`src/rtl/axi_wb_pkg.sv`:
```
package axi_wb_pkg;

    localparam int AXLEN_W = 8;

    typedef enum logic [1:0] {
        BT_FIXED = 2'b00,
        BT_INCR  = 2'b01,
        BT_WRAP  = 2'b10,
        BT_RSVD  = 2'b11
    } burst_e;

    typedef enum logic [1:0] {
        RSP_OKAY   = 2'b00,
        RSP_SLVERR = 2'b10
    } resp_e;

    typedef enum logic [1:0] {
        ST_IDLE,
        ST_WRITE,
        ST_READ,
        ST_FINISH
    } state_e;

    typedef struct packed {
        logic               is_write;
        logic               hold_addr;
        logic               bad_burst;
        logic [AXLEN_W-1:0] len;
    } cmd_ctrl_t;

    function automatic cmd_ctrl_t decode_cmd(input logic wr,
                                             input logic [1:0] burst,
                                             input logic [AXLEN_W-1:0] len);
        cmd_ctrl_t c;
        c.is_write  = wr;
        c.hold_addr = (burst != BT_INCR);
        c.bad_burst = burst[1];
        c.len       = len;
        return c;
    endfunction

endpackage

```
`src/rtl/axi_wb_cmd_sel.sv`:
```
module axi_wb_cmd_sel
    import axi_wb_pkg::*;
#(
    parameter int ADDR_W = 32,
    parameter int ID_W   = 4
) (
    input  logic               idle,
    input  logic               awvalid,
    input  logic [ID_W-1:0]    awid,
    input  logic [ADDR_W-1:0]  awaddr,
    input  logic [AXLEN_W-1:0] awlen,
    input  logic [1:0]         awburst,
    input  logic               arvalid,
    input  logic [ID_W-1:0]    arid,
    input  logic [ADDR_W-1:0]  araddr,
    input  logic [AXLEN_W-1:0] arlen,
    input  logic [1:0]         arburst,
    output logic               awready,
    output logic               arready,
    output logic               take,
    output cmd_ctrl_t          cmd,
    output logic [ID_W-1:0]    cmd_id,
    output logic [ADDR_W-1:0]  cmd_addr
);
    // Write has fixed priority over read.
    always_comb begin
        awready  = idle;
        arready  = idle && !awvalid;
        take     = (awvalid && awready) || (arvalid && arready);
        if (awvalid) begin
            cmd      = decode_cmd(1'b1, awburst, awlen);
            cmd_id   = awid;
            cmd_addr = awaddr;
        end else begin
            cmd      = decode_cmd(1'b0, arburst, arlen);
            cmd_id   = arid;
            cmd_addr = araddr;
        end
    end
endmodule

```
`src/rtl/axi_wb_beat_issue.sv`:
```
module axi_wb_beat_issue
    import axi_wb_pkg::*;
#(
    parameter int ADDR_W = 32,
    parameter int DATA_W = 32,
    parameter int CNT_W  = AXLEN_W + 1
) (
    input  logic                clk,
    input  logic                rst,
    input  logic                load,
    input  cmd_ctrl_t           load_ctrl,
    input  logic [ADDR_W-1:0]   load_addr,
    input  logic                active,
    input  logic                read_credit,
    input  logic                wvalid,
    input  logic [DATA_W-1:0]   wdata,
    input  logic [DATA_W/8-1:0] wstrb,
    input  logic                wb_stall,
    output logic                wready,
    output logic                wb_stb,
    output logic                wb_we,
    output logic [ADDR_W-1:0]   wb_adr,
    output logic [DATA_W-1:0]   wb_dat,
    output logic [DATA_W/8-1:0] wb_sel,
    output logic [CNT_W-1:0]    beats_left
);
    localparam int SEL_W = DATA_W / 8;
    localparam logic [ADDR_W-1:0] STEP = ADDR_W'(SEL_W);

    logic [ADDR_W-1:0] next_adr;
    logic              hold_q;
    logic              slot_free;
    logic              want;
    logic              fire;

    always_comb begin
        slot_free = !wb_stb || !wb_stall;
        want      = active && (beats_left != '0) && slot_free;
        wready    = want && wb_we;
        fire      = want && (wb_we ? wvalid : read_credit);
    end

    always_ff @(posedge clk) begin
        if (rst) begin
            next_adr   <= '0;
            hold_q     <= 1'b0;
            wb_we      <= 1'b0;
            wb_stb     <= 1'b0;
            wb_adr     <= '0;
            wb_dat     <= '0;
            wb_sel     <= '0;
            beats_left <= '0;
        end else if (load) begin
            next_adr   <= load_addr;
            hold_q     <= load_ctrl.hold_addr;
            wb_we      <= load_ctrl.is_write;
            beats_left <= CNT_W'(load_ctrl.len) + CNT_W'(1);
        end else if (fire) begin
            wb_stb     <= 1'b1;
            wb_adr     <= next_adr;
            wb_dat     <= wb_we ? wdata : '0;
            wb_sel     <= wb_we ? wstrb : '1;
            next_adr   <= hold_q ? next_adr : next_adr + STEP;
            beats_left <= beats_left - CNT_W'(1);
        end else if (!wb_stall) begin
            wb_stb     <= 1'b0;
        end
    end
endmodule

```
`src/rtl/axi_wb_rsp_fifo.sv`:
```
module axi_wb_rsp_fifo #(
    parameter int W     = 34,
    parameter int DEPTH = 4
) (
    input  logic                       clk,
    input  logic                       rst,
    input  logic                       push,
    input  logic [W-1:0]               din,
    input  logic                       pop,
    output logic [W-1:0]               dout,
    output logic                       empty,
    output logic [$clog2(DEPTH+1)-1:0] count
);
    localparam int PTR_W = (DEPTH > 1) ? $clog2(DEPTH) : 1;
    localparam int CW    = $clog2(DEPTH + 1);
    localparam logic [PTR_W-1:0] LAST = PTR_W'(DEPTH - 1);

    logic [W-1:0]     store [DEPTH];
    logic [PTR_W-1:0] wr_ptr;
    logic [PTR_W-1:0] rd_ptr;

    assign empty = (count == '0);
    assign dout  = store[rd_ptr];

    always_ff @(posedge clk) begin
        if (rst) begin
            wr_ptr <= '0;
            rd_ptr <= '0;
            count  <= '0;
        end else begin
            if (push) begin
                store[wr_ptr] <= din;
                wr_ptr <= (wr_ptr == LAST) ? '0 : wr_ptr + PTR_W'(1);
            end
            if (pop) begin
                rd_ptr <= (rd_ptr == LAST) ? '0 : rd_ptr + PTR_W'(1);
            end
            case ({push, pop})
                2'b10:   count <= count + CW'(1);
                2'b01:   count <= count - CW'(1);
                default: count <= count;
            endcase
        end
    end
endmodule

```
`src/rtl/axi_wb_bridge.sv`:
```
module axi_wb_bridge
    import axi_wb_pkg::*;
#(
    parameter int ADDR_W    = 32,
    parameter int DATA_W    = 32,
    parameter int ID_W      = 4,
    parameter int RSP_DEPTH = 4
) (
    input  logic                clk,
    input  logic                rst,
    input  logic                axs_awvalid,
    output logic                axs_awready,
    input  logic [ID_W-1:0]     axs_awid,
    input  logic [ADDR_W-1:0]   axs_awaddr,
    input  logic [7:0]          axs_awlen,
    input  logic [2:0]          axs_awsize,
    input  logic [1:0]          axs_awburst,
    input  logic                axs_awlock,
    input  logic [3:0]          axs_awcache,
    input  logic [2:0]          axs_awprot,
    input  logic [3:0]          axs_awqos,
    input  logic                axs_wvalid,
    output logic                axs_wready,
    input  logic [DATA_W-1:0]   axs_wdata,
    input  logic [DATA_W/8-1:0] axs_wstrb,
    input  logic                axs_wlast,
    output logic                axs_bvalid,
    input  logic                axs_bready,
    output logic [ID_W-1:0]     axs_bid,
    output logic [1:0]          axs_bresp,
    input  logic                axs_arvalid,
    output logic                axs_arready,
    input  logic [ID_W-1:0]     axs_arid,
    input  logic [ADDR_W-1:0]   axs_araddr,
    input  logic [7:0]          axs_arlen,
    input  logic [2:0]          axs_arsize,
    input  logic [1:0]          axs_arburst,
    input  logic                axs_arlock,
    input  logic [3:0]          axs_arcache,
    input  logic [2:0]          axs_arprot,
    input  logic [3:0]          axs_arqos,
    output logic                axs_rvalid,
    input  logic                axs_rready,
    output logic [ID_W-1:0]     axs_rid,
    output logic [DATA_W-1:0]   axs_rdata,
    output logic [1:0]          axs_rresp,
    output logic                axs_rlast,
    output logic                wbm_cyc,
    output logic                wbm_stb,
    output logic                wbm_we,
    output logic [ADDR_W-1:0]   wbm_adr,
    output logic [DATA_W-1:0]   wbm_dat_o,
    output logic [DATA_W/8-1:0] wbm_sel,
    input  logic                wbm_stall,
    input  logic                wbm_ack,
    input  logic                wbm_err,
    input  logic [DATA_W-1:0]   wbm_dat_i
);
    localparam int CNT_W  = AXLEN_W + 1;
    localparam int FIFO_W = DATA_W + 2;
    localparam int FC_W   = $clog2(RSP_DEPTH + 1);

    // Fields that are accepted but have no effect on behaviour.
    logic unused_fields;
    assign unused_fields = ^{axs_awsize, axs_awlock, axs_awcache, axs_awprot, axs_awqos,
                             axs_arsize, axs_arlock, axs_arcache, axs_arprot, axs_arqos,
                             axs_wlast};

    state_e            st;
    cmd_ctrl_t         ctrl;
    logic [ID_W-1:0]   id_q;
    logic              err_q;
    logic [CNT_W-1:0]  done_cnt;

    logic              idle;
    logic              busy;
    logic              take;
    cmd_ctrl_t         cmd;
    logic [ID_W-1:0]   cmd_id;
    logic [ADDR_W-1:0] cmd_addr;

    logic [CNT_W-1:0]  beats_left;
    logic [CNT_W-1:0]  total;
    logic [CNT_W-1:0]  issued;
    logic [CNT_W-1:0]  reserved;
    logic              credit;
    logic              term;
    logic              last_term;

    logic              f_push;
    logic              f_pop;
    logic              f_empty;
    logic [FIFO_W-1:0] f_din;
    logic [FIFO_W-1:0] f_dout;
    logic [FC_W-1:0]   f_count;

    assign idle = (st == ST_IDLE);
    assign busy = (st == ST_WRITE) || (st == ST_READ);

    axi_wb_cmd_sel #(.ADDR_W(ADDR_W), .ID_W(ID_W)) u_sel (
        .idle    (idle),
        .awvalid (axs_awvalid),
        .awid    (axs_awid),
        .awaddr  (axs_awaddr),
        .awlen   (axs_awlen),
        .awburst (axs_awburst),
        .arvalid (axs_arvalid),
        .arid    (axs_arid),
        .araddr  (axs_araddr),
        .arlen   (axs_arlen),
        .arburst (axs_arburst),
        .awready (axs_awready),
        .arready (axs_arready),
        .take    (take),
        .cmd     (cmd),
        .cmd_id  (cmd_id),
        .cmd_addr(cmd_addr)
    );

    always_comb begin
        total     = CNT_W'(ctrl.len) + CNT_W'(1);
        issued    = total - beats_left;
        reserved  = (issued - done_cnt) + CNT_W'(f_count);
        credit    = reserved < CNT_W'(RSP_DEPTH);
        term      = busy && (wbm_ack || wbm_err);
        last_term = term && (done_cnt == total - CNT_W'(1));
    end

    axi_wb_beat_issue #(.ADDR_W(ADDR_W), .DATA_W(DATA_W), .CNT_W(CNT_W)) u_issue (
        .clk        (clk),
        .rst        (rst),
        .load       (take),
        .load_ctrl  (cmd),
        .load_addr  (cmd_addr),
        .active     (busy),
        .read_credit(credit),
        .wvalid     (axs_wvalid),
        .wdata      (axs_wdata),
        .wstrb      (axs_wstrb),
        .wb_stall   (wbm_stall),
        .wready     (axs_wready),
        .wb_stb     (wbm_stb),
        .wb_we      (wbm_we),
        .wb_adr     (wbm_adr),
        .wb_dat     (wbm_dat_o),
        .wb_sel     (wbm_sel),
        .beats_left (beats_left)
    );

    // Read response queue entry: {data, error, last}.
    assign f_push = term && (st == ST_READ);
    assign f_din  = {wbm_dat_i, wbm_err || ctrl.bad_burst, last_term};
    assign f_pop  = axs_rvalid && axs_rready;

    axi_wb_rsp_fifo #(.W(FIFO_W), .DEPTH(RSP_DEPTH)) u_rsp (
        .clk  (clk),
        .rst  (rst),
        .push (f_push),
        .din  (f_din),
        .pop  (f_pop),
        .dout (f_dout),
        .empty(f_empty),
        .count(f_count)
    );

    always_ff @(posedge clk) begin
        if (rst) begin
            st       <= ST_IDLE;
            ctrl     <= '0;
            id_q     <= '0;
            err_q    <= 1'b0;
            done_cnt <= '0;
        end else begin
            case (st)
                ST_IDLE: begin
                    if (take) begin
                        ctrl     <= cmd;
                        id_q     <= cmd_id;
                        err_q    <= cmd.bad_burst;
                        done_cnt <= '0;
                        st       <= cmd.is_write ? ST_WRITE : ST_READ;
                    end
                end
                ST_WRITE, ST_READ: begin
                    if (term) done_cnt <= done_cnt + CNT_W'(1);
                    if (wbm_err) err_q <= 1'b1;
                    if (last_term) st <= ST_FINISH;
                end
                default: begin
                    if (ctrl.is_write ? axs_bready : f_empty) st <= ST_IDLE;
                end
            endcase
        end
    end

    always_comb begin
        wbm_cyc    = busy;
        axs_bvalid = (st == ST_FINISH) && ctrl.is_write;
        axs_bid    = id_q;
        axs_bresp  = err_q ? RSP_SLVERR : RSP_OKAY;
        axs_rvalid = !f_empty;
        axs_rid    = id_q;
        axs_rdata  = f_dout[FIFO_W-1:2];
        axs_rresp  = f_dout[1] ? RSP_SLVERR : RSP_OKAY;
        axs_rlast  = f_dout[0];
    end
endmodule

```
`config.mk`:
```
export PLATFORM = sky130hd
export DESIGN_NAME = axi_wb_bridge
export DESIGN_NICKNAME = d
export VERILOG_FILES = /design/src/rtl/axi_wb_pkg.sv /design/src/rtl/axi_wb_cmd_sel.sv /design/src/rtl/axi_wb_beat_issue.sv /design/src/rtl/axi_wb_rsp_fifo.sv /design/src/rtl/axi_wb_bridge.sv
export SDC_FILE = /design/constraint.sdc
export NUM_CORES = 1
export LEC_CHECK = 0
export BUFFER_PORTS_ARGS = -buffer_cell sky130_fd_sc_hd__buf_2
export CAP_MARGIN = 20
export CORE_MARGIN = 4
export CORE_UTILIZATION = 25
export CTS_CLUSTER_DIAMETER = 60
export CTS_CLUSTER_SIZE = 8
export DETAILED_ROUTE_END_ITERATION = 10
export HOLD_SLACK_MARGIN = 0.03
export PLACE_DENSITY = 0.54
export SETUP_SLACK_MARGIN = 0.2
export SLEW_MARGIN = 20
export SYNTH_ARGS = -nofsm -noshare
export SYNTH_HDL_FRONTEND = slang
export SYNTH_SLANG_ARGS = --single-unit
```
`constraint.sdc`:
```
create_clock -name clk -period 5.55 [get_ports clk]
set_input_delay 0.2775 -clock clk [delete_from_list [all_inputs] [get_ports clk]]
set_output_delay 0.2775 -clock clk [all_outputs]
set_load 0.05 [all_outputs]
```
* Yosys cells after proc, flatten, opt, wreduce, memory -nomap -nowiden
Memory sizes are Yosys's and may differ from the RTL's. A register that Yosys moved wholly into a read port is not among the register bits. Index checks and enable logic that the tools add are counted.
Operators by class: add/sub/neg operators 13, multipliers 0, divide/modulo/power cells 0, $lt $le $gt $ge 1, eq/ne operators 16, shifts and indexed selects 0, multiplexer cells 35, bitwise operators 1, reductions and logical operators 36
Operators with widths (count):
- two-way mux 32 bit | 5
- two-way mux 9 bit | 4
- adder 32 x 3 -> 32 bit (second input constant) | 1
- two-way mux 2 bit | 10
- adder 8 x 1 -> 9 bit (second input constant) | 2
- one-hot mux 9 bit (2 select lines) | 1
- subtractor 9 x 1 -> 9 bit (second input constant) | 2
- subtractor 9 bit | 2
- logical AND 1 bit | 12
- two-way mux 11 bit | 1
- == test 2 bit (second input constant) | 5
- inequality test 2 bit (second input constant) | 5
- adder 9 x 1 -> 9 bit (second input constant) | 1
- adder 9 x 3 -> 9 bit | 1
- == test 9 bit | 1
- less-than comparator 9 x 3 -> 1 bit (second input constant) | 1
- two-way mux 1 bit | 9
- AND reduction 3 bit | 3
- nonzero test 9 bit | 1
- two-way mux 4 bit | 2
- AND reduction 2 bit | 4
- inequality test 2 x 1 -> 1 bit (second input constant) | 3
- one-hot mux 3 bit (2 select lines) | 1
- nonzero test 2 bit | 3
- other kinds (13) | 22
Storage, ports and cells: flip-flop bits (word level) 145, bits in latches 0, memory bits (writable) 136, memory bits (read-only) 0, input bits 201, output and inout port bits 121, logic and storage cells 121, memories kept 1
Memory list:
- u_rsp.store | words 4, width 34, read ports 1, clocked after Yosys merged registers in 1, wr ports 1, RTL line axi_wb_rsp_fifo.sv:18 | logic [W-1:0] store [DEPTH];

* Logic depth before layout (Yosys ltp)
Gate-level depths: netlist (run 1).
word-level depth 9, gate-level depth with buffers 17, gate-level depth less buffers 14

* Modules after synthesis
A second synthesis (run 1) with hierarchy kept.
Unflattened totals: cells, all modules 1216, area, all modules 13584.3 um^2
By module, submodules not included:
- axi_wb_rsp_fifo | instances 1, cells each 227, area each 5403.9 um^2, seq. area each 4264.1 um^2
- axi_wb_beat_issue | instances 1, cells each 622, area each 5066.1 um^2, seq. area each 2242.2 um^2
- axi_wb_bridge | instances 1, cells each 310, area each 2494.9 um^2, seq. area each 520.5 um^2
- axi_wb_cmd_sel | instances 1, cells each 57, area each 619.3 um^2, seq. area each 0.0 um^2

* Least setup slack after synthesis (run 1)
No wires, ideal clock.
path type flip-flop to flip-flop, start register ctrl[1] (netlist bit), end register u_issue.next_adr[20], setup time 91 ps, data arrival time 4875 ps, data required time 5459 ps, slack 584 ps, cell stages (with the launch flop) 17, path buffers 2, clock period less this slack 4966 ps, cells stage by stage dfxtp_1 -> ha_1 -> clkbuf_1 -> xnor2_1 -> fa_1 -> fa_1 -> inv_1 -> ha_1 -> or4bb_1 -> a21oi_1 -> a21oi_1 -> or4_1 -> o31a_1 -> or3_1 -> buf_2 -> or4_1 -> a311oi_1
On the way: longest elaborated chain between the ends 9
RTL lines:
- start, declared | RTL line axi_wb_bridge.sv:70 | cmd_ctrl_t ctrl;
- start signal, assigned | RTL line axi_wb_bridge.sv:177 | ctrl <= cmd;
- adder 8 x 1 -> 9 bit | RTL line axi_wb_bridge.sv:121 | total = CNT_W'(ctrl.len) + CNT_W'(1);
- subtractor 9 bit | RTL line axi_wb_bridge.sv:122 | issued = total - beats_left;
- subtractor 9 bit | RTL line axi_wb_bridge.sv:123 | reserved = (issued - done_cnt) + CNT_W'(f_count);
- adder 9 x 3 -> 9 bit | RTL line axi_wb_bridge.sv:123
- less-than comparator 9 x 3 -> 1 bit | RTL line axi_wb_bridge.sv:124 | credit = reserved < CNT_W'(RSP_DEPTH);
- two-way mux 1 bit | RTL line axi_wb_beat_issue.sv:40 | fire = want && (wb_we ? wvalid : read_credit);
- logical AND 1 bit | RTL line axi_wb_beat_issue.sv:40
- nonzero test 2 bit (no line)
- AND reduction 2 bit (no line)
- end signal, assigned | RTL line axi_wb_beat_issue.sv:54 | next_adr <= load_addr;
- end signal, assigned | RTL line axi_wb_beat_issue.sv:63 | next_adr <= hold_q ? next_adr : next_adr + STEP;
- end, declared | RTL line axi_wb_beat_issue.sv:30 | logic [ADDR_W-1:0] next_adr;
Every way passes these cells. A chain may end at the register's enable or synchronous reset.

* Final worst setup path (run 1)
start register ctrl[0] (netlist bit), end register u_issue.next_adr[12]
Same word-level chain as after synthesis.

==> metrics, run 1 <==
status finished, final reports clean; top post-synthesis cells by count dfxtp_1 (147), nand2_1 (137), edfxtp_1 (136), a21oi_1 (92), nor2_1 (66); Final HPWL DP between 20,000 and 30,000 um; post-synthesis cell area approximately 0.013 sq mm; Worst slew margin approximately 39%; largest net degree at the start of global routing 81; Nets between 1,500 and 2,000; die area 0.0566 sq mm; CP Capture Type register; CP required roughly 6000 ps; RSZ-0062 raised after global routing no; Routed WL 38,600 um; Gate power share between 30% and 40%; R2R depth 15; DR vias/cell about 4.7; Post-CTS Setup Bufs 0; startpoint types register; cts bufs inserted 44; Max stage delay on crit path about 500 ps; Peak VDD IR 0.299 mV; CTS clock-pin slew for the worst setup and hold paths ~50 ps; Wirelength per Cell about 17 um; Total GRT Usage 13.2%; layout cells sized above 1 a little over a quarter; synthesized area per cell approximately 11 sq um; routed vias roughly 11,000; Tightest Pin Transition between 900 and 1000 ps; WHS Path Cells 3; total power 8.01 mW; Clock Root Buffer clkbuf_16; Clock Latency Late Sink ~540 ps; total gr overflow 0; Synth area leader edfxtp_1; CP delay by family, top simple AND/OR/NAND/NOR gates; 1st-pass router iterations 5; Final Critical Period slightly above 5000 ps; WP buf/inv 2; synth unique cells 71; Slowest cell on crit path fa_1; yosys warns 0; Final setup viols 0; # rows 84; crit path cell chain ha_1 -> xnor2_1 -> fa_1 -> fa_1 -> inv_1 -> ha_1 -> or4bb_1 -> a21oi_1 -> a21oi_1 -> or4_1 -> o31a_1 -> buf_4 -> nor4_1 -> or4b_1 -> a31oi_1; Synth top area share a little under a third; Die W 238 um; Hold Vio Cnt, Final 0; initial antenna violation count 10; vias in the first global route 10,800; Sw Share approximately 38%; Int Power between 4 and 5 mW; Finished Layout Cells approximately 2,300; Sw Pwr 3.02 mW; Post-synth EDFFs 136; Initial Util between 20 and 30%; pwr dens between 400 and 500 mW/mm^2; port bufs approximately 290; dpl cells about 2,100; first-pass GRT wire length between 60,000 and 70,000 um; CTS HTree Levels 2; # fillers ~5,300; async set-or-reset flop fraction in the synthesized netlist 0%; clock skew roughly 20 ps; CTS sink cnt 283; Synth Register Bits 283; Tcrit/Tclk final just over 90%; I/O Pins approximately 320; Placeable Area about 0.052 sq mm; Post-synth top flop dfxtp_1; clock share of power 30.1%; stages on the worst setup path 15; Fmax achieved about 200 MHz; crit-path max FO 20; Placer Congestion 0.834; worst-case clock buffer depth 3; HP Class in2reg; Max Cap Violations 0; DR DRC count 0; top-count cell post-synth dfxtp_1; synth top area cells edfxtp_1 (31%), dfxtp_1 (22%), mux4_2 (5.8%); Synth Instances around 1,200; drt first-iter violations 630; WS Path Type reg2reg; register area share after synthesis a little over half; total negative slack 0 ps; Layout Utilization approximately a third; die height between 200 and 250 um; Leak approximately 6.5 nW; synthesis-to-layout area growth 31.3%; crit path DAT about 5600 ps; max-slew violation count 0; Reg power frac roughly 33%; CTS tree done; Final ANT Viol Nets 0
-- area by class of cell --
type	count	area, sq um	share of cell area (%)
Antenna cell	2	5.00	0.0288
Clock buffer	67	1230	7.08
Clock inverter	5	31.3	0.180
Inverter	48	180	1.04
Multi-Input combinational cell	792	5690	32.8
Sequential cell	283	7030	40.5
Tap cell	688	861	4.96
Timing Repair Buffer	381	2330	13.4
-- final timing paths --
check	startpoint	to	slack, ps
worst max-delay path	ctrl[0]$_SDFFE_PP0P_	u_issue.next_adr[12]$_SDFFE_PP0P_	470
worst min-delay path	wbm_stall	u_issue.wb_stb$_SDFFE_PP0P_	90
worst max register to register	ctrl[0]$_SDFFE_PP0P_	u_issue.next_adr[12]$_SDFFE_PP0P_	470
worst min register to register	u_issue.wb_dat[9]$_SDFFE_PP0P_	u_issue.wb_dat[9]$_SDFFE_PP0P_	440
-- tightest hold or removal path, delay by kind of cell --
| kind | cells | cell delay, ps |
|---|---|---|
| AOI/OAI and AO/OA | 2 | 210 |
| buffers and inverters | 1 | 100 |
-- layer usage --
metal	GRT usage [%]	routed length [um]	vias to the layer above
met2	22.0	18100	378
li1	-	-	5135
met4	3.38	814	18
met1	16.9	16500	5053
met3	4.09	3110	83
met5	0	123	-
-- cells in the final DEF, fill, tap and decap left out, types with 8 or more instances in the layout --
cell type and count:
and3_1 9, a211oi_1 62, xor2_1 20, nor3_1 20
inv_1 48, buf_2 286, edfxtp_1 136, mux4_2 34
buf_4 26, fa_1 8, o21ai_0 13, dfxtp_1 146
xnor2_1 39, nand3_1 49, nand2_1 137, mux2i_1 18
a21oi_1 92, clkbuf_1 20, dlygate4sd3_1 68, clkbuf_16 45
nor2b_1 28, ha_1 32, a311oi_1 8, nor2_1 65
nor4_1 24
-- through the flow --
| stage | setup slack (ps) | hold WS [ps] | instance area (sq um) |
|---|---|---|---|
| 2_1_floorplan | 584 | 376 | 13200 |
| 3_3_place_gp | 453 | 436 | 15400 |
| 3_5_place_dp | 421 | 440 | 15400 |
| 4_1_cts | 406 | 37.9 | 17300 |
| 5_1_grt | 243 | 72.3 | 17300 |
| 6_report | 468 | 86.3 | 17400 |
-- sequential cells by signal (all words and copies together), names as in the netlist, named ones only --
name / cells
st: 2
u_issue.wb_stb: 1
u_rsp.wr_ptr: 2
ctrl: 10
done_cnt: 9
axs_bid: 4
u_rsp.rd_ptr: 2
u_issue.wb_dat: 32
u_issue.wb_adr: 32
u_issue.next_adr: 32
u_issue.hold_q: 1
u_rsp.store: 136
u_rsp.count: 3
u_issue.beats_left: 9
err_q: 1
u_issue.wb_we: 1
u_issue.wb_sel: 4
-- power groups by stage --
stage / clock, mW / combinational [mW] / sequential, mW
2_1_floorplan: 0 / 2.10 / 2.68
3_3_place_gp: 0 / 2.87 / 2.69
3_5_place_dp: 0 / 2.91 / 2.69
4_1_cts: 2.50 / 2.96 / 2.65
5_1_grt: 2.61 / 3.24 / 2.69
6_report: 2.41 / 2.94 / 2.66
-- cells by family (layout without fill, tap and decap cells) --
family	count (synthesis)	count (layout)	synth area share, %
muxes	52	52	7.16
AOI/OAI and AO/OA	244	244	12.3
other	1	4	0.0284
DFF	283	283	53.2
buffers and inverters	135	501	4.10
adders and majority gates	40	40	4.24
xor gates and xnor gates	62	62	4.42
and+or+nand+nor	392	392	14.6
-- timing repair --
item,CTS,global route
gates resized for setup,0,1
hold endpoints to repair,164,0
hold buffers,68,0
endpoints found under the setup margin,0,2
(Power assumes the default switching activity.)
==> run 2: changes to the inputs <==
CORE_ASPECT_RATIO = 1.25   (was not set)
==> run 2 against run 1 <==
- sequential share of layout area about the same
- largest power group unchanged
- clock power increased by 2%
- largest cell class unchanged
- combinational power about the same
- register-to-register slack improved by 80 ps
- critical path depth unchanged
==> metrics, run 2 (synthesis gave the netlist of run 1 again) <==
commonest non-fill, non-tap cell in the layout buf_2 (unchanged); Slowest cell on crit path fa_1 (unchanged); Leak 6.51 nW (was 6.50 nW); synthesis-to-layout area growth 31.4% (was 31.3%); Nets 1,789 (was 1,791); worst-case clock buffer depth 3 (unchanged); Routed WL 38,300 um (was 38,600 um); Peak VDD IR 0.311 mV (was 0.299 mV); Total GRT Usage 13.0% (was 13.2%); drt first-iter violations 642 (was 630); Final Cell Area 0.0174 sq mm (about the same); CP Capture Type register (unchanged); RSZ-0062 raised after global routing no (unchanged); Final ANT Viol Nets 0 (unchanged); CTS HTree Levels 2 (unchanged); Clock Root Buffer clkbuf_16 (unchanged); total gr overflow 0 (unchanged); routed vias 10,600 (was 10,700); CTS tree done (unchanged); CP endpoint u_issue.next_adr[15]$_SDFFE_PP0P_ (was u_issue.next_adr[12]$_SDFFE_PP0P_); Final HPWL DP 26,100 um (was 26,400 um); Wirelength per Cell 17.1 um (was 17.0 um); total negative slack 0 ps (unchanged); Initial Util 25.5% (was 25.2%); # rows 93 (was 84); I/O Pins 322 (unchanged); Final setup viols 0 (unchanged); layout cells sized above 1 26.5% (was 26.3%); cts bufs inserted 44 (unchanged); die height 265 um (was 238 um); # fillers 5,267 (was 5,298); Multi-input gate area 0.00569 sq mm (about the same); Max Cap Violations 0 (unchanged); DR vias/cell 4.71 (about the same); first-pass GRT wire length 58,700 um (was 60,100 um); vias in the first global route 10,800 (about the same); max reg flops 136 (unchanged); HP Class in2reg (unchanged); 1st-pass router iterations 5 (unchanged); Tcrit/Tclk final 90.2% (was 91.6%); die area 0.0566 sq mm (about the same); crit path cell chain ha_1 -> xnor2_1 -> fa_1 -> fa_1 -> inv_1 -> ha_1 -> or4bb_1 -> a21oi_1 -> a21oi_1 -> or4_1 -> o31a_1 -> or3_4 -> buf_4 -> or3_1 -> a311oi_1 (was ha_1 -> xnor2_1 -> fa_1 -> fa_1 -> inv_1 -> ha_1 -> or4bb_1 -> a21oi_1 -> a21oi_1 -> or4_1 -> o31a_1 -> buf_4 -> nor4_1 -> or4b_1 -> a31oi_1); crit path DAT 5450 ps (was 5550 ps); largest net degree at the start of global routing 76 (was 81); crit-path max FO 10 (was 20); total power 8.08 mW (was 8.01 mW); most frequent cells in the layout buf_2 (287), dfxtp_1 (146), nand2_1 (137) (was buf_2 (286), dfxtp_1 (146), nand2_1 (137)); CTS sink cnt 283 (unchanged); Die W 214 um (was 238 um); port bufs 288 (unchanged); Tightest Pin Transition 981 ps (was 901 ps); max-slew violation count 0 (unchanged); Final Critical Period 5010 ps (was 5080 ps); Placeable Area 0.0519 sq mm (was 0.0524 sq mm); worst reg2reg path startpoint ctrl[0]$_SDFFE_PP0P_ (unchanged); Reg area 0.00703 sq mm (unchanged); Reg2Reg Setup Slack 540 ps (was 470 ps); Placer Congestion 0.810 (was 0.834); clock skew 21.8 ps (was 19.6 ps); Worst slew margin 34.6% (was 39.4%); most flop-heavy register u_rsp.store (unchanged); Clock Latency Late Sink 550 ps (was 540 ps); Fmax achieved 200 MHz (was 197 MHz); R2R depth 15 (unchanged); CTS clock-pin slew for the worst setup and hold paths 50 ps (about the same); placed instance area 0.0154 sq mm (about the same); DR DRC count 0 (unchanged); crit path from ctrl[0]$_SDFFE_PP0P_ (unchanged); CP required 6000 ps (was 6020 ps); FF-to-FF End u_issue.next_adr[15]$_SDFFE_PP0P_ (was u_issue.next_adr[12]$_SDFFE_PP0P_); pwr dens 465 mW/mm^2 (was 462 mW/mm^2); WS Path Type reg2reg (unchanged); startpoint types register (unchanged); initial antenna violation count 9 (was 10); Hold Vio Cnt, Final 0 (unchanged); Max stage delay on crit path 530 ps (was 510 ps); status finished, final reports clean (unchanged)
-- run 2: layer usage --
layer | global-route usage, % | share of wire (%) | vias up
li1 | - | - | 5126
met1 | 15.6 | 41 | 5019
met2 | 22.5 | 49 | 330
met3 | 3.79 | 7.1 | 82
met4 | 4.01 | 2.9 | 12
met5 | 0 | 0.18 | -
-- run 2: report_power, final --
part	total, mW	switching, mW	internal, mW
registers	2.65	0.244	2.41
clock network	2.47	0.943	1.53
logic	2.96	1.88	1.08
total	8.08	3.07	5.01
-- run 2: layout make-up --
class / instances / area share (%)
inverters: 48 / 1.04
clock buffers: 67 / 7.13
diodes: 3 / 0.0432
well taps: 665 / 4.79
flip-flops and latches: 283 / 40.5
multi-input cells: 792 / 32.8
repair buffers: 379 / 13.3
clock inverters: 6 / 0.418
-- run 2: worst min path at each step --
stage	from	cells after the start	slack, ps	endpoint
finish	axs_awid[3]	3	70	axs_bid[3]$_SDFFE_PP0P_
CTS	axs_awid[3]	3	30	axs_bid[3]$_SDFFE_PP0P_
floorplan	wbm_dat_i[8]	0	380	u_rsp.store[0][10]$_DFFE_PP_
global route	axs_arid[0]	3	50	axs_bid[0]$_SDFFE_PP0P_
global placement	u_issue.wb_dat[13]$_SDFFE_PP0P_	2	440	u_issue.wb_dat[13]$_SDFFE_PP0P_
detailed placement	u_issue.wb_dat[29]$_SDFFE_PP0P_	2	440	u_issue.wb_dat[29]$_SDFFE_PP0P_
-- run 2: worst max-delay path: cells and delay by family (launching register included) --
kind | cells | cell delay, ps
flops | 1 | 310
simple gates | 4 | 1770
fa+ha+maj | 4 | 1570
buf+inv | 2 | 250
xor+xnor | 1 | 250
compound gates | 4 | 770
-- run 2: stage by stage --
stage	hold WS, ps	setup WS (ps)	cells	util (%)
after floorplan	376	584	1210	-
after global placement	436	424	2098	29.6
after detailed placement	441	362	2098	29.6
after CTS	31.9	332	2240	33.4
after global routing	54.5	308	2241	33.5
final	71.8	545	2243	33.5
-- run 2: timing repair --
action                                  CTS  global route
hold buffers                             69             0
buffers inserted                          0             0
gates resized for setup                   0             1
endpoints found under the hold margin   165             0
endpoints found under the setup margin    0             1
==> run 3: changes to the inputs <==
==> constraint.sdc (replaced) <==
create_clock -name clk -period 5.55 [get_ports clk]
set_input_delay 1.11 -clock clk [delete_from_list [all_inputs] [get_ports clk]]
set_output_delay 1.11 -clock clk [all_outputs]
set_load 0.05 [all_outputs]
==> run 3 against run 2 <==
- hold slack improved by 370 ps
- design area decreased by 3.7%
- core utilization decreased by 1.2 points
- clock-buffer cell count unchanged
- largest cell class unchanged
- sequential power increased by 2%
- largest power group unchanged
- register-to-register slack got worse by 50 ps
==> metrics, run 3 (synthesis gave the netlist of run 1 again) <==
drt first-iter violations 471 (was 642); Tcrit/Tclk final 91.1% (was 90.2%); Die W 214 um (unchanged); Slowest cell on crit path fa_1 (unchanged); WHS Path Cells 2 (was 3); Leak 6.24 nW (was 6.51 nW); synthesis-to-layout area growth 26.5% (was 31.4%); worst reg2reg path startpoint ctrl[0]$_SDFFE_PP0P_ (unchanged); first-pass GRT wire length 58,400 um (was 58,700 um); total gr overflow 0 (unchanged); Clock Root Buffer clkbuf_16 (unchanged); R2R depth 16 (was 15); Total GRT Usage 12.9% (was 13.0%); DR vias/cell 4.72 (was 4.71); routed vias 10,300 (was 10,600); Reg2Reg Setup Slack 490 ps (was 540 ps); layout cells sized above 1 28.0% (was 26.5%); Peak VDD IR 0.312 mV (was 0.311 mV); hold_sp u_issue.wb_dat[7]$_SDFFE_PP0P_ (was axs_awid[3]); placed instance area 0.0154 sq mm (about the same); 1st-pass router iterations 5 (unchanged); Final ANT Viol Nets 0 (unchanged); die height 265 um (unchanged); total negative slack 0 ps (unchanged); Routed WL 37,800 um (was 38,300 um); dpl cells 2,098 (unchanged); initial antenna violation count 10 (was 9); max reg flops 136 (unchanged); Initial Util 25.5% (unchanged); Fmax achieved 198 MHz (was 200 MHz); WP buf/inv 3 (was 2); total power 8.09 mW (was 8.08 mW); CTS clock-pin slew for the worst setup and hold paths 50 ps (about the same); commonest non-fill, non-tap cell in the layout buf_2 (unchanged); Placer Congestion 0.810 (about the same); startpoint types register (unchanged); status finished, final reports clean (unchanged); CTS tree done (unchanged); WS Path Type reg2reg (unchanged); RSZ-0062 raised after global routing no (unchanged); Worst slew margin 30.4% (was 34.6%); clock skew 22.5 ps (was 21.8 ps); crit path cell chain ha_1 -> xnor2_2 -> fa_1 -> fa_1 -> inv_1 -> ha_1 -> or4bb_1 -> a21oi_1 -> a21oi_1 -> or4_1 -> o31a_1 -> buf_4 -> nor4_1 -> buf_4 -> or4b_1 -> a31oi_1 (was ha_1 -> xnor2_1 -> fa_1 -> fa_1 -> inv_1 -> ha_1 -> or4bb_1 -> a21oi_1 -> a21oi_1 -> or4_1 -> o31a_1 -> or3_4 -> buf_4 -> or3_1 -> a311oi_1); Final Cell Area 0.0167 sq mm (was 0.0174 sq mm); Post-CTS Setup Bufs 0 (unchanged); worst-case clock buffer depth 3 (unchanged); Max stage delay on crit path 520 ps (was 530 ps); Clock Latency Late Sink 560 ps (was 550 ps); Final setup viols 0 (unchanged); most frequent cells in the layout buf_2 (287), dfxtp_1 (146), nand2_1 (137) (unchanged); Placeable Area 0.0519 sq mm (unchanged); DR DRC count 0 (unchanged); die area 0.0566 sq mm (unchanged); crit-path max FO 20 (was 10); largest net degree at the start of global routing 74 (was 76); Final HPWL DP 26,300 um (was 26,100 um); I/O Pins 322 (unchanged); Hold Crit Endpoint u_issue.wb_dat[7]$_SDFFE_PP0P_ (was axs_bid[3]$_SDFFE_PP0P_); Nets 1,721 (was 1,789); Layout Utilization 32.2% (was 33.5%); port bufs 288 (unchanged); CP required 6030 ps (was 6000 ps); Hold Vio Cnt, Final 0 (unchanged); Final Critical Period 5060 ps (was 5010 ps); Wirelength per Cell 17.3 um (was 17.1 um); crit path DAT 5540 ps (was 5450 ps); Finished Layout Cells 2,178 (was 2,243); cts bufs inserted 45 (was 44); CTS sink cnt 283 (unchanged); HP Class reg2reg (was in2reg); pwr dens 484 mW/mm^2 (was 465 mW/mm^2); CP Capture Type register (unchanged); max-slew violation count 0 (unchanged); Tightest Pin Transition 1040 ps (was 981 ps); CTS HTree Levels 2 (unchanged); Max Cap Violations 0 (unchanged); CP delay by family, top simple AND/OR/NAND/NOR gates (unchanged); # rows 93 (unchanged); vias in the first global route 10,600 (was 10,800); most flop-heavy register u_rsp.store (unchanged); FF-to-FF End u_issue.next_adr[12]$_SDFFE_PP0P_ (was u_issue.next_adr[15]$_SDFFE_PP0P_)
[run 3: cell count changes in the layout (fill, tap and decap cells not counted), sizes merged]
cell,before,now
diode,3,5
clkinvlp,2,3
dlygate4sd3,69,0
inv,48,49
[run 3: timing repair]
action,4_1_cts,5_1_grt
gates resized for setup,0,2
endpoints found under the hold margin,0,0
endpoints found under the setup margin,0,4
hold buffers,0,0
[run 3: stage by stage]
stage	worst slack, ps	hold slack [ps]
floorplan	584	432
global placement	432	436
detailed placement	428	442
CTS	370	447
global route	244	456
finish	491	445
[run 3: worst max-delay path by stage]
stage                              start                                end  slack, ps  cells past startpoint
floorplan           ctrl[1]$_SDFFE_PP0P_  u_issue.next_adr[20]$_SDFFE_PP0P_        580                     16
global placement    ctrl[0]$_SDFFE_PP0P_  u_issue.next_adr[15]$_SDFFE_PP0P_        430                     15
detailed placement  ctrl[0]$_SDFFE_PP0P_  u_issue.next_adr[21]$_SDFFE_PP0P_        430                     15
CTS                 ctrl[0]$_SDFFE_PP0P_  u_issue.next_adr[21]$_SDFFE_PP0P_        370                     15
global route        ctrl[0]$_SDFFE_PP0P_  u_issue.next_adr[12]$_SDFFE_PP0P_        240                     16
finish              ctrl[0]$_SDFFE_PP0P_  u_issue.next_adr[12]$_SDFFE_PP0P_        490                     16
[run 3: final cells by class]
class / instances / area, sq um
Fill cell: 5379 / 35200
Sequential cell: 283 / 7030
Multi-Input combinational cell: 792 / 5700
Timing Repair Buffer: 310 / 1630
Clock buffer: 67 / 1260
Tap cell: 665 / 832
Inverter: 48 / 180
Clock inverter: 8 / 77.6
Antenna cell: 5 / 12.5
[run 3: worst register-to-register path: cells and delay by family (launching register included)]
| family | cells | cell delay (ps) |
|---|---|---|
| compound gates | 4 | 690 |
| xor+xnor | 1 | 200 |
| fa+ha+maj | 4 | 1560 |
| buf+inv | 3 | 460 |
| flops | 1 | 310 |
| simple gates | 4 | 1770 |
[run 3: report_power, final]
group / internal, mW / switching [mW] / leakage, nW
clock: 1.56 / 0.957 / 0.637
combinational: 1.05 / 1.83 / 3.18
sequential: 2.41 / 0.280 / 2.42
[run 3: per-layer routing]
metal	GRT usage (%)	up-vias	part of all wire [%]
li1	-	4992	-
met1	15.7	4904	41
met2	22.1	301	49
met3	3.93	70	7.6
met4	3.89	12	2.5
met5	0	-	0.18
